--- src/rtl/rqg_pkg.sv ---
package rqg_pkg;

  typedef enum logic [2:0] {
    TS_IDLE = 3'd0,
    TS_T1   = 3'd1,
    TS_T2   = 3'd2,
    TS_T3   = 3'd3,
    TS_T4   = 3'd4,
    TS_TW   = 3'd5
  } tstate_e;

  typedef enum logic [1:0] {
    XS_OWN,
    XS_GRANT,
    XS_HELD,
    XS_DEAD
  } xchg_e;

endpackage

--- src/rtl/rqg_req_latch.sv ---
module rqg_req_latch #(
  parameter int LINES = 2
) (
  input  logic             clk,
  input  logic             rst_n,
  input  logic [LINES-1:0] line_n,
  input  logic [LINES-1:0] listen,
  input  logic [LINES-1:0] clr,
  output logic [LINES-1:0] req_now
);

  for (genvar i = 0; i < LINES; i++) begin : g_line
    logic seen;
    logic pend_q;

    assign seen       = listen[i] & ~line_n[i];
    assign req_now[i] = pend_q | seen;

    always_ff @(posedge clk or negedge rst_n) begin
      if (!rst_n)      pend_q <= 1'b0;
      else if (clr[i]) pend_q <= 1'b0;
      else if (seen)   pend_q <= 1'b1;
    end

    // a remembered request survives until its own grant
    a_r6_pending_kept: assert property (@(posedge clk) disable iff (!rst_n)
      (pend_q && !clr[i]) |=> pend_q);
  end

endmodule

--- src/rtl/rqg_pick.sv ---
module rqg_pick #(
  parameter int LINES = 2,
  localparam int IW = (LINES > 1) ? $clog2(LINES) : 1
) (
  input  logic [LINES-1:0] req,
  output logic [LINES-1:0] sel,
  output logic [IW-1:0]    idx
);

  // lowest index wins: scan downward so the last hit is the smallest
  always_comb begin
    sel = '0;
    idx = '0;
    for (int i = LINES - 1; i >= 0; i--) begin
      if (req[i]) begin
        sel    = '0;
        sel[i] = 1'b1;
        idx    = IW'(i);
      end
    end
  end

endmodule

--- src/rtl/rqg_release_rules.sv ---
module rqg_release_rules
  import rqg_pkg::*;
(
  input  logic    clk,
  input  logic    rst_n,
  input  tstate_e tstate,
  input  logic    bus_idle,
  input  logic    cyc_pending,
  input  logic    odd_low,
  input  logic    first_inta,
  input  logic    locked,
  input  logic    own,
  input  logic    any_req,
  input  logic    take,
  output logic    grant_ok
);

  logic early_q;
  logic addr_phase;
  logic idle_free;
  logic cycle_end_ok;

  assign addr_phase = (tstate == TS_IDLE) || (tstate == TS_T1) || (tstate == TS_T2);

  // request present no later than T2 of the cycle that ends in T4
  always_ff @(posedge clk or negedge rst_n) begin
    if (!rst_n)                               early_q <= 1'b0;
    else if (take || (own && tstate == TS_T4)) early_q <= 1'b0;
    else if (own && any_req && addr_phase)     early_q <= 1'b1;
  end

  assign idle_free    = (tstate == TS_IDLE) && bus_idle && !cyc_pending;
  assign cycle_end_ok = (tstate == TS_T4) && early_q && !odd_low && !first_inta;
  assign grant_ok     = own && any_req && !locked && (idle_free || cycle_end_ok);

  // the early flag never outlives a T4 seen while owning the bus
  a_r8_early_cleared: assert property (@(posedge clk) disable iff (!rst_n)
    (own && tstate == TS_T4) |=> !early_q);

endmodule

--- src/rtl/rqg_exchange_fsm.sv ---
module rqg_exchange_fsm
  import rqg_pkg::*;
#(
  parameter int LINES = 2,
  localparam int IW = (LINES > 1) ? $clog2(LINES) : 1
) (
  input  logic             clk,
  input  logic             rst_n,
  input  logic [LINES-1:0] line_n,
  input  logic             grant_ok,
  input  logic [LINES-1:0] pick_sel,
  input  logic [IW-1:0]    pick_idx,
  output logic             own,
  output logic             take,
  output logic [LINES-1:0] listen,
  output logic [LINES-1:0] clr,
  output logic [LINES-1:0] pull_low,
  output logic             bus_float
);

  xchg_e           st_q;
  logic [IW-1:0]   hold_q;
  logic [LINES-1:0] hold_oh;
  logic            release_seen;

  assign hold_oh      = LINES'(1) << hold_q;
  assign own          = (st_q == XS_OWN);
  assign take         = own && grant_ok;
  assign release_seen = (st_q == XS_HELD) && !line_n[hold_q];
  assign listen       = ((st_q == XS_GRANT) || (st_q == XS_HELD)) ? ~hold_oh : '1;
  assign clr          = take ? pick_sel : '0;

  always_ff @(posedge clk or negedge rst_n) begin
    if (!rst_n) begin
      st_q   <= XS_OWN;
      hold_q <= '0;
    end else begin
      unique case (st_q)
        XS_OWN: begin
          if (take) begin
            st_q   <= XS_GRANT;
            hold_q <= pick_idx;
          end
        end
        XS_GRANT: st_q <= XS_HELD;
        XS_HELD:  if (release_seen) st_q <= XS_DEAD;
        XS_DEAD:  st_q <= XS_OWN;
        default:  st_q <= XS_OWN;
      endcase
    end
  end

  assign pull_low  = (st_q == XS_GRANT) ? hold_oh : '0;
  assign bus_float = (st_q == XS_GRANT) || (st_q == XS_HELD);

  // never more than one line pulled
  a_r12_single_pull: assert property (@(posedge clk) disable iff (!rst_n)
    $onehot0(pull_low));

  // the grant pulse is one clock wide
  a_r2_grant_one_clock: assert property (@(posedge clk) disable iff (!rst_n)
    (|pull_low) |=> (pull_low == '0));

  // the bus stays released after the grant clock
  a_r3_float_after_grant: assert property (@(posedge clk) disable iff (!rst_n)
    (|pull_low) |=> bus_float);

  // held until the holder pulses its line
  a_r3_hold_until_release: assert property (@(posedge clk) disable iff (!rst_n)
    (st_q == XS_HELD && line_n[hold_q]) |=> bus_float);

  // no grant in the clock after the dead clock
  a_r4_dead_clock: assert property (@(posedge clk) disable iff (!rst_n)
    $fell(bus_float) |=> (pull_low == '0));

endmodule

--- src/rtl/rqg_arbiter.sv ---
module rqg_arbiter
  import rqg_pkg::*;
#(
  parameter int LINES = 2
) (
  input  logic             clk,
  input  logic             rst_n,
  input  logic [LINES-1:0] line_n,
  input  logic [2:0]       tstate,
  input  logic             bus_idle,
  input  logic             cyc_pending,
  input  logic             odd_low,
  input  logic             first_inta,
  input  logic             locked,
  output logic [LINES-1:0] pull_low,
  output logic             bus_float
);

  localparam int IW = (LINES > 1) ? $clog2(LINES) : 1;

  tstate_e          ts;
  logic [LINES-1:0] listen;
  logic [LINES-1:0] clr;
  logic [LINES-1:0] req_now;
  logic [LINES-1:0] pick_sel;
  logic [IW-1:0]    pick_idx;
  logic             own;
  logic             take;
  logic             grant_ok;

  assign ts = tstate_e'(tstate);

  rqg_req_latch #(.LINES(LINES)) u_latch (
    .clk     (clk),
    .rst_n   (rst_n),
    .line_n  (line_n),
    .listen  (listen),
    .clr     (clr),
    .req_now (req_now)
  );

  rqg_pick #(.LINES(LINES)) u_pick (
    .req (req_now),
    .sel (pick_sel),
    .idx (pick_idx)
  );

  rqg_release_rules u_rules (
    .clk         (clk),
    .rst_n       (rst_n),
    .tstate      (ts),
    .bus_idle    (bus_idle),
    .cyc_pending (cyc_pending),
    .odd_low     (odd_low),
    .first_inta  (first_inta),
    .locked      (locked),
    .own         (own),
    .any_req     (|req_now),
    .take        (take),
    .grant_ok    (grant_ok)
  );

  rqg_exchange_fsm #(.LINES(LINES)) u_fsm (
    .clk       (clk),
    .rst_n     (rst_n),
    .line_n    (line_n),
    .grant_ok  (grant_ok),
    .pick_sel  (pick_sel),
    .pick_idx  (pick_idx),
    .own       (own),
    .take      (take),
    .listen    (listen),
    .clr       (clr),
    .pull_low  (pull_low),
    .bus_float (bus_float)
  );

  // an idle request on line 0 is answered on line 0 next clock
  a_r2_idle_grant: assert property (@(posedge clk) disable iff (!rst_n)
    (own && ts == TS_IDLE && bus_idle && !cyc_pending && !locked && !line_n[0])
      |=> pull_low[0]);

  // locked instruction holds off any grant
  a_r10_locked_no_grant: assert property (@(posedge clk) disable iff (!rst_n)
    locked |=> (pull_low == '0));

  // blocked T4 never leads to a grant
  a_r9_blocked_t4: assert property (@(posedge clk) disable iff (!rst_n)
    (ts == TS_T4 && (odd_low || first_inta)) |=> (pull_low == '0));

endmodule

--- config.mk ---
export PLATFORM = sky130hd
export DESIGN_NAME = rqg_arbiter
export DESIGN_NICKNAME = d
export VERILOG_FILES = /design/src/rtl/rqg_pkg.sv /design/src/rtl/rqg_req_latch.sv /design/src/rtl/rqg_pick.sv /design/src/rtl/rqg_release_rules.sv /design/src/rtl/rqg_exchange_fsm.sv /design/src/rtl/rqg_arbiter.sv
export SDC_FILE = /design/constraint.sdc
export NUM_CORES = 1
export LEC_CHECK = 0
export BUFFER_PORTS_ARGS = -buffer_cell sky130_fd_sc_hd__buf_4
export CORE_AREA = 2 2 39 41
export CTS_CLUSTER_SIZE = 20
export DETAILED_ROUTE_END_ITERATION = 10
export DIE_AREA = 0 0 41 43
export GPL_TIMING_DRIVEN = 1
export PLACE_DENSITY_LB_ADDON = 0.08
export SETUP_SLACK_MARGIN = 0.15
export SYNTH_ARGS = -nofsm -noshare
export SYNTH_HDL_FRONTEND = slang
export SYNTH_SLANG_ARGS = --single-unit
export TNS_END_PERCENT = 1
--- constraint.sdc ---
create_clock -name clk -period 2.5 [get_ports clk]
set_input_delay 0.5 -clock clk [delete_from_list [all_inputs] [get_ports clk]]
set_output_delay 0.5 -clock clk [all_outputs]
set_load 0.01 [all_outputs]
Word-level counts from Yosys, hierarchy flattened
Index checks and enable logic that the tools add are counted.
{"block": "op_classes", "n_lt_le_gt_ge": 1, "reduce_logical": 30, "shift": 1, "bitwise": 7, "mux": 18, "eq_ne": 8}
{"cell": "$mux 2", "count": 7}
{"cell": "$logic_and 1x1->1", "count": 12}
{"cell": "$mux 1", "count": 10}
{"cell": "$pmux 2 s4", "count": 1}
{"cell": "$reduce_bool 2->1", "count": 3}
{"cell": "$logic_not 1->1", "count": 5}
{"cell": "$logic_or 1x1->1", "count": 5}
{"cell": "$eq 2x2->1 const B", "count": 2}
{"cell": "$reduce_and 2->1", "count": 2}
{"cell": "$eq 3x1->1 const B", "count": 1}
{"cell": "$eq 3x2->1 const B", "count": 1}
{"cell": "$eq 3x3->1 const B", "count": 1}
{"cell": "$logic_not 3->1", "count": 1}
{"cell": "$and 1x1->1", "count": 2}
{"cell": "$eq 2x1->1 const B", "count": 1}
{"cell": "$logic_not 2->1", "count": 1}
{"cell": "$lt 1x2->1 const B", "count": 1}
{"cell": "$ne 2x1->1 const B", "count": 1}
{"cell": "$ne 2x2->1 const B", "count": 1}
{"cell": "$not 1->1", "count": 2}
{"cell": "$not 2->2", "count": 1}
{"cell": "$or 1x1->1", "count": 2}
{"cell": "$reduce_or 2->1", "count": 1}
{"cell": "$shl 1x1->2 const A", "count": 1}
{"block": "word_totals", "in_bits": 12, "output_inout_bits": 3, "elab_cells": 70, "ff_bits": 6}

Longest topological paths before layout
{"block": "depth", "word_depth": 12, "mapped_depth": 6, "ltp_nobuf": 6}

Hierarchy
Synthesis repeated with hierarchy kept, for this count alone.
{"block": "unflattened", "hier_cells": 47, "hier_area_um2": 470.5}
{"module": "rqg_exchange_fsm", "n_inst": 1, "cells_per_inst": 22, "seq_area_each_um2": 75.1, "area_each_um2": 236.5}
{"module": "rqg_req_latch", "n_inst": 1, "cells_per_inst": 10, "seq_area_each_um2": 50.0, "area_each_um2": 110.1}
{"module": "rqg_release_rules", "n_inst": 1, "cells_per_inst": 11, "seq_area_each_um2": 25.0, "area_each_um2": 88.8}
{"module": "rqg_pick", "n_inst": 1, "cells_per_inst": 3, "seq_area_each_um2": 0.0, "area_each_um2": 28.8}
{"module": "rqg_arbiter", "n_inst": 1, "cells_per_inst": 1, "seq_area_each_um2": 0.0, "area_each_um2": 6.3}

Worst setup path after synthesis
Ideal clock, no wire load.
{"block": "synth_timing", "path_kind": "reg2reg", "start": "register u_fsm.st_q[0]", "end": "register u_fsm.st_q[1]", "path_stages_with_launch": 7, "setup_ns": 0.125, "setup_slack_ns": 0.468, "path_buffers": 0, "arrival_time_ns": 1.907, "synth_period_minus_slack_ns": 2.032, "t_required_ns": 2.375, "path_cell_list": "dfrtp_1 -> inv_1 -> ha_1 -> a21o_1 -> a32o_2 -> a211oi_1 -> mux2_2"}
{"block": "synth_between", "elab_chain_len": 12, "word_cells_on_any_way": 20}
{"element": "start: declaration", "line_no": "rqg_exchange_fsm.sv:21", "text": "xchg_e st_q;"}
{"element": "start signal: assignment", "line_no": "rqg_exchange_fsm.sv:35", "text": "st_q <= XS_OWN;"}
{"element": "start signal: assignment", "line_no": "rqg_exchange_fsm.sv:41", "text": "st_q <= XS_GRANT;"}
{"element": "start signal: assignment", "line_no": "rqg_exchange_fsm.sv:45", "text": "XS_GRANT: st_q <= XS_HELD;"}
{"element": "$eq 2x1->1 or $eq 2x2->1 (tied branches)"}
{"element": "$logic_or 1x1->1 *"}
{"element": "via bus_float", "line_no": "rqg_arbiter.sv:16", "text": "output logic bus_float"}
{"element": "$mux 2 *", "line_no": "rqg_exchange_fsm.sv:30", "text": "assign listen = ((st_q == XS_GRANT) || (st_q == XS_HELD)) ? ~hold_oh : '1;"}
{"element": "$and 1x1->1", "line_no": "rqg_req_latch.sv:16", "text": "assign seen = listen[i] & ~line_n[i];"}
{"element": "$or 1x1->1", "line_no": "rqg_req_latch.sv:17", "text": "assign req_now[i] = pend_q | seen;"}
{"element": "$reduce_or 2->1 *", "line_no": "rqg_arbiter.sv:58", "text": ".any_req (|req_now),"}
{"element": "$logic_and 1x1->1 * (3 in a row)", "line_no": "rqg_release_rules.sv:34", "text": "assign grant_ok = own && any_req && !locked && (idle_free || cycle_end_ok);"}
{"element": "$logic_and 1x1->1 *", "line_no": "rqg_exchange_fsm.sv:28", "text": "assign take = own && grant_ok;"}
{"element": "$ne 2x2->1 (no line) *"}
{"element": "$reduce_and 2->1 (no line) *"}
Mark *: on every way through the listed nets, which the timed path passes. The rest lies on a longest branch.
A chain may end at the register's enable or synchronous reset.

Worst setup path after layout
{"block": "layout_timing", "start": "register u_fsm.st_q[0]", "end": "register u_fsm.st_q[1]"}
{"block": "layout_between", "elab_chain_len": 12, "word_cells_on_any_way": 20}
{"element": "$eq 2x1->1 or $eq 2x2->1 (tied branches)", "line_no": "rqg_exchange_fsm.sv:30, rqg_exchange_fsm.sv:38, rqg_exchange_fsm.sv:29"}
{"element": "$logic_or 1x1->1", "line_no": "rqg_exchange_fsm.sv:30"}
{"element": "$mux 2", "line_no": "rqg_exchange_fsm.sv:30"}
{"element": "$and 1x1->1", "line_no": "rqg_req_latch.sv:16"}
{"element": "$or 1x1->1", "line_no": "rqg_req_latch.sv:17"}
{"element": "$reduce_or 2->1", "line_no": "rqg_arbiter.sv:58"}
{"element": "$logic_and 1x1->1 (3 in a row)", "line_no": "rqg_release_rules.sv:34"}
{"element": "$logic_and 1x1->1", "line_no": "rqg_exchange_fsm.sv:28"}
{"element": "$ne 2x2->1 (no line)"}
{"element": "$reduce_and 2->1 (no line)"}
Several ways; a longest one is shown, not always the timed one.

==> Implementation_results.wiki <==
{| class="wikitable"
! Metric !! Value
|-
| Initial antenna violation count || 0
|-
| Overall routing resource usage || between 10% and 20%
|-
| Clock-pin transition on the worst setup and hold timing paths || around 0.050 ns
|-
| #FFs+latches synth || 6
|-
| Root Driver || sky130_fd_sc_hd__clkbuf_4
|-
| Number of top-level design ports || 15
|-
| Inserted Clock Buffers || 3
|-
| Clock Sink Count || 6
|-
| Most area-consuming cells after synthesis || sky130_fd_sc_hd__dfrtp_1 36%, sky130_fd_sc_hd__ha_1 8.9%, sky130_fd_sc_hd__inv_1 6.2%, sky130_fd_sc_hd__nor4_4 5.0%, sky130_fd_sc_hd__mux2_4 3.6%
|-
| Number of unique standard cell types used by synthesis || 26
|-
| Final setup violation count || 0
|-
| Final TNS setup || 0 ns
|-
| Cell depth of the worst flop-to-flop path || 6
|-
| Antenna-violating nets left || 0
|-
| Skew-Pair Late Insertion Delay || ~0.25 ns
|-
| Total iterations of the first detailed-routing run || 4
|-
| Sequential cell area fraction in the yosys report || between 30% and 40%
|-
| Half-perimeter wire length after placement || slightly above 700 um
|-
| Die outline area || about 1800 um^2
|-
| Arrival time at the worst endpoint || 2.24 ns
|-
| GRT overflow || 0
|-
| Number of cells in the design after placement || between 70 and 80
|-
| Buffer and inverter count on the worst path || 1
|-
| Final estimated routing congestion in global placement || around 0.72
|-
| Crit path cell chain || inv_1 -> ha_1 -> a21o_1 -> a32o_2 -> a211oi_1 -> mux2_2
|-
| Type of the tightest min-delay check || input pin to async pin
|-
| Period utilization || between 80 and 90%
|-
| Vias in the first global route || 379
|-
| Result of the run || finished, final reports clean
|-
| Standard cell with the maximum stage delay on the critical path || sky130_fd_sc_hd__dfrtp_1
|-
| Max Cap Violations || 0
|-
| Relative slew slack || between 70% and 80%
|-
| Number of flops mapped to enable cells by yosys || 0
|-
| Final critical-path required period || around 2.1 ns
|-
| Longest Clk Path Bufs || 2
|-
| Detailed Route WL || approximately 900 um
|-
| Setup repair bufs after CTS || 0
|-
| Post-synthesis instance total || 42
|-
| Iter 0 DRT Violations || 8
|-
| Mean routed wirelength per cell || between 10 and 15 um
|-
| Num rows || 14
|-
| Delay of the slowest cell on the worst path || 0.37 ns
|-
| Transition time at the pin with the least slew margin || 0.322 ns
|-
| Pin count of the biggest net entering global routing || 8
|-
| Total inserted antenna cells || 0
|-
| Syn Nets || 57
|-
| Critical register-to-register path endpoint || u_fsm.st_q[1]
|-
| Avg Synthesized Cell Area || ~10 um^2
|-
| Area of the multi-input gates || between 200 and 250 um^2
|-
| Clock tree from TritonCTS || built
|-
| CTS Hold Buffers Added || 0
|-
| Post-detailed-route via-to-cell ratio || approximately 4.9
|-
| Total via count after detailed routing || between 300 and 400
|-
| Maximum fanout along the worst path || 5
|-
| Startpoint of the lowest-slack register-to-register path || u_fsm.st_q[0]
|-
| Most common flop cell mapped by yosys || sky130_fd_sc_hd__dfrtp_1
|-
| Initial core utilization || between 30 and 40%
|-
| P per Cell Area || 882 nW/um^2
|-
| RSZ-0062 raised after global routing || false
|-
| Share of the synthesized area in the top cell type || approximately 36%
|-
| Highest clock rate || between 0.4 and 0.5 GHz
|-
| Layout cells sized above 1 || 39.0%
|-
| Share of async-settable or async-resettable flops after synthesis || 100%
|-
| Worst path required time || approximately 2.6 ns
|-
| Critical path endpoint category || flop
|-
| CP top delay family || compound AO/OA/AOI/OAI gates
|-
| WS Path Type || flop to flop
|-
| # port buffers || 14
|-
| Floorplan core area || 1380 um^2
|-
| Layout Area Growth over Synthesis || 35.0%
|-
| Post-CTS resize count || 0
|-
| Category of the worst setup path launch point || flop
|-
| Crit. path cell count || 6
|-
| Most instantiated library cell after synthesis || sky130_fd_sc_hd__inv_1
|-
| Dominant cell type by area after synthesis || sky130_fd_sc_hd__dfrtp_1
|-
| Die Height || approximately 43 um
|-
| NumNets Final || 76
|-
| Clock Skew || roughly 0.0052 ns
|-
| Post-synthesis instance area || 422 um^2
|-
| Reported leakage power || roughly 0.27 nW
|-
| Width of the die || roughly 40 um
|-
| DRC || 0
|-
| Synth cell count leaders || 7 x sky130_fd_sc_hd__inv_1, 6 x sky130_fd_sc_hd__dfrtp_1, 4 x sky130_fd_sc_hd__nor2_1, 3 x sky130_fd_sc_hd__ha_1
|-
| Final standard cell count with taps included and fillers excluded || 75
|-
| Wire length of the first global-routing pass || between 1500 and 2000 um
|-
| Count of yosys warnings during synthesis || 0
|-
| Maximum ir drop on the vdd rail || between 0.0002 and 0.0003 V
|-
| Worst setup slack for register-to-register paths || around 0.39 ns
|-
| H-tree levels || 1
|-
| Filler cell count in the final layout || about 150
|-
| Area of all sequential standard cells || 150 um^2
|-
| Hold Vio Cnt, Final || 0
|-
| Number of pins with negative max-slew slack in the final report || 0
|}
==> layer usage <==
layer  global-route usage [%]  vias up  part of all wire, %
met1                     17.6      156                   46
met5                        0        -                    0
met4                     6.00        0                    0
met2                     17.5       19                   45
li1                         -      189                    -
met3                     3.66        0                  8.6
==> report_power, final <==
group	switching, mW	leakage [nW]	internal [mW]
sequential	0.0256	0.0683	0.127
combinational	0.121	0.189	0.135
clock	0.0386	0.0138	0.0546
total	0.185	0.271	0.317
==> cell type report <==
type                    instances  share of cell area [%]
clock buffers                   3                    3.96
inverters                       7                    4.62
multi-input cells              29                    43.1
flip-flops and latches          6                    26.4
well taps                      16                    3.52
repair buffers                 14                    18.5
==> worst reg2reg max path, delay by kind of cell (launching register included) <==
family,cells,cell delay [ns]
AOI/OAI and AO/OA,3,0.84
DFF,1,0.37
muxes,1,0.37
adders and majority gates,1,0.34
buffers and inverters,1,0.07
==> cells by family after synthesis <==
kind of cell    synth area share, %
compound gates                 22.3
fa+ha+maj                      8.90
buf+inv                        6.23
flops                          35.6
mux                            8.60
simple gates                   18.4
==> worst max-delay path by stage <==
stage               slack, ns            end           from
detailed placement       0.38  u_fsm.st_q[1]  u_fsm.st_q[0]
global placement         0.36  u_fsm.st_q[1]  u_fsm.st_q[0]
CTS                      0.37  u_fsm.st_q[1]  u_fsm.st_q[0]
floorplan                0.47  u_fsm.st_q[1]  u_fsm.st_q[0]
global route             0.28  u_fsm.st_q[1]  u_fsm.st_q[0]
finish                   0.39  u_fsm.st_q[1]  u_fsm.st_q[0]
==> registers in the layout, summed over array words and instances (netlist names) <==
| name | flops |
|---|---|
| u_latch.g_line.pend_q | 2 |
| u_fsm.hold_q | 1 |
| u_fsm.st_q | 2 |
| u_rules.early_q | 1 |
==> metrics by stage <==
step / setup WS (ns) / power [mW] / hold slack, ns / area (um^2) / utilization [%]
after floorplan: 0.468 / 0.327 / 0.204 / 422 / -
after global placement: 0.357 / 0.417 / 0.316 / 547 / 39.5
after detailed placement: 0.381 / 0.413 / 0.315 / 547 / 39.5
after CTS: 0.374 / 0.511 / 0.0425 / 569 / 41.1
after global routing: 0.277 / 0.551 / 0.0465 / 569 / 41.1
final: 0.390 / 0.502 / 0.0479 / 569 / 41.1
==> cell usage in the layout, fill, tap and decap left out, types with 3 or more instances in the layout <==
| cell type | instances |
|---|---|
| sky130_fd_sc_hd__inv_1 | 7 |
| sky130_fd_sc_hd__dfrtp_1 | 6 |
| sky130_fd_sc_hd__nor2_1 | 4 |
| sky130_fd_sc_hd__ha_1 | 3 |
| sky130_fd_sc_hd__clkbuf_4 | 3 |
| sky130_fd_sc_hd__buf_4 | 14 |
No activity file was read; power rests on OpenSTA's default activity.
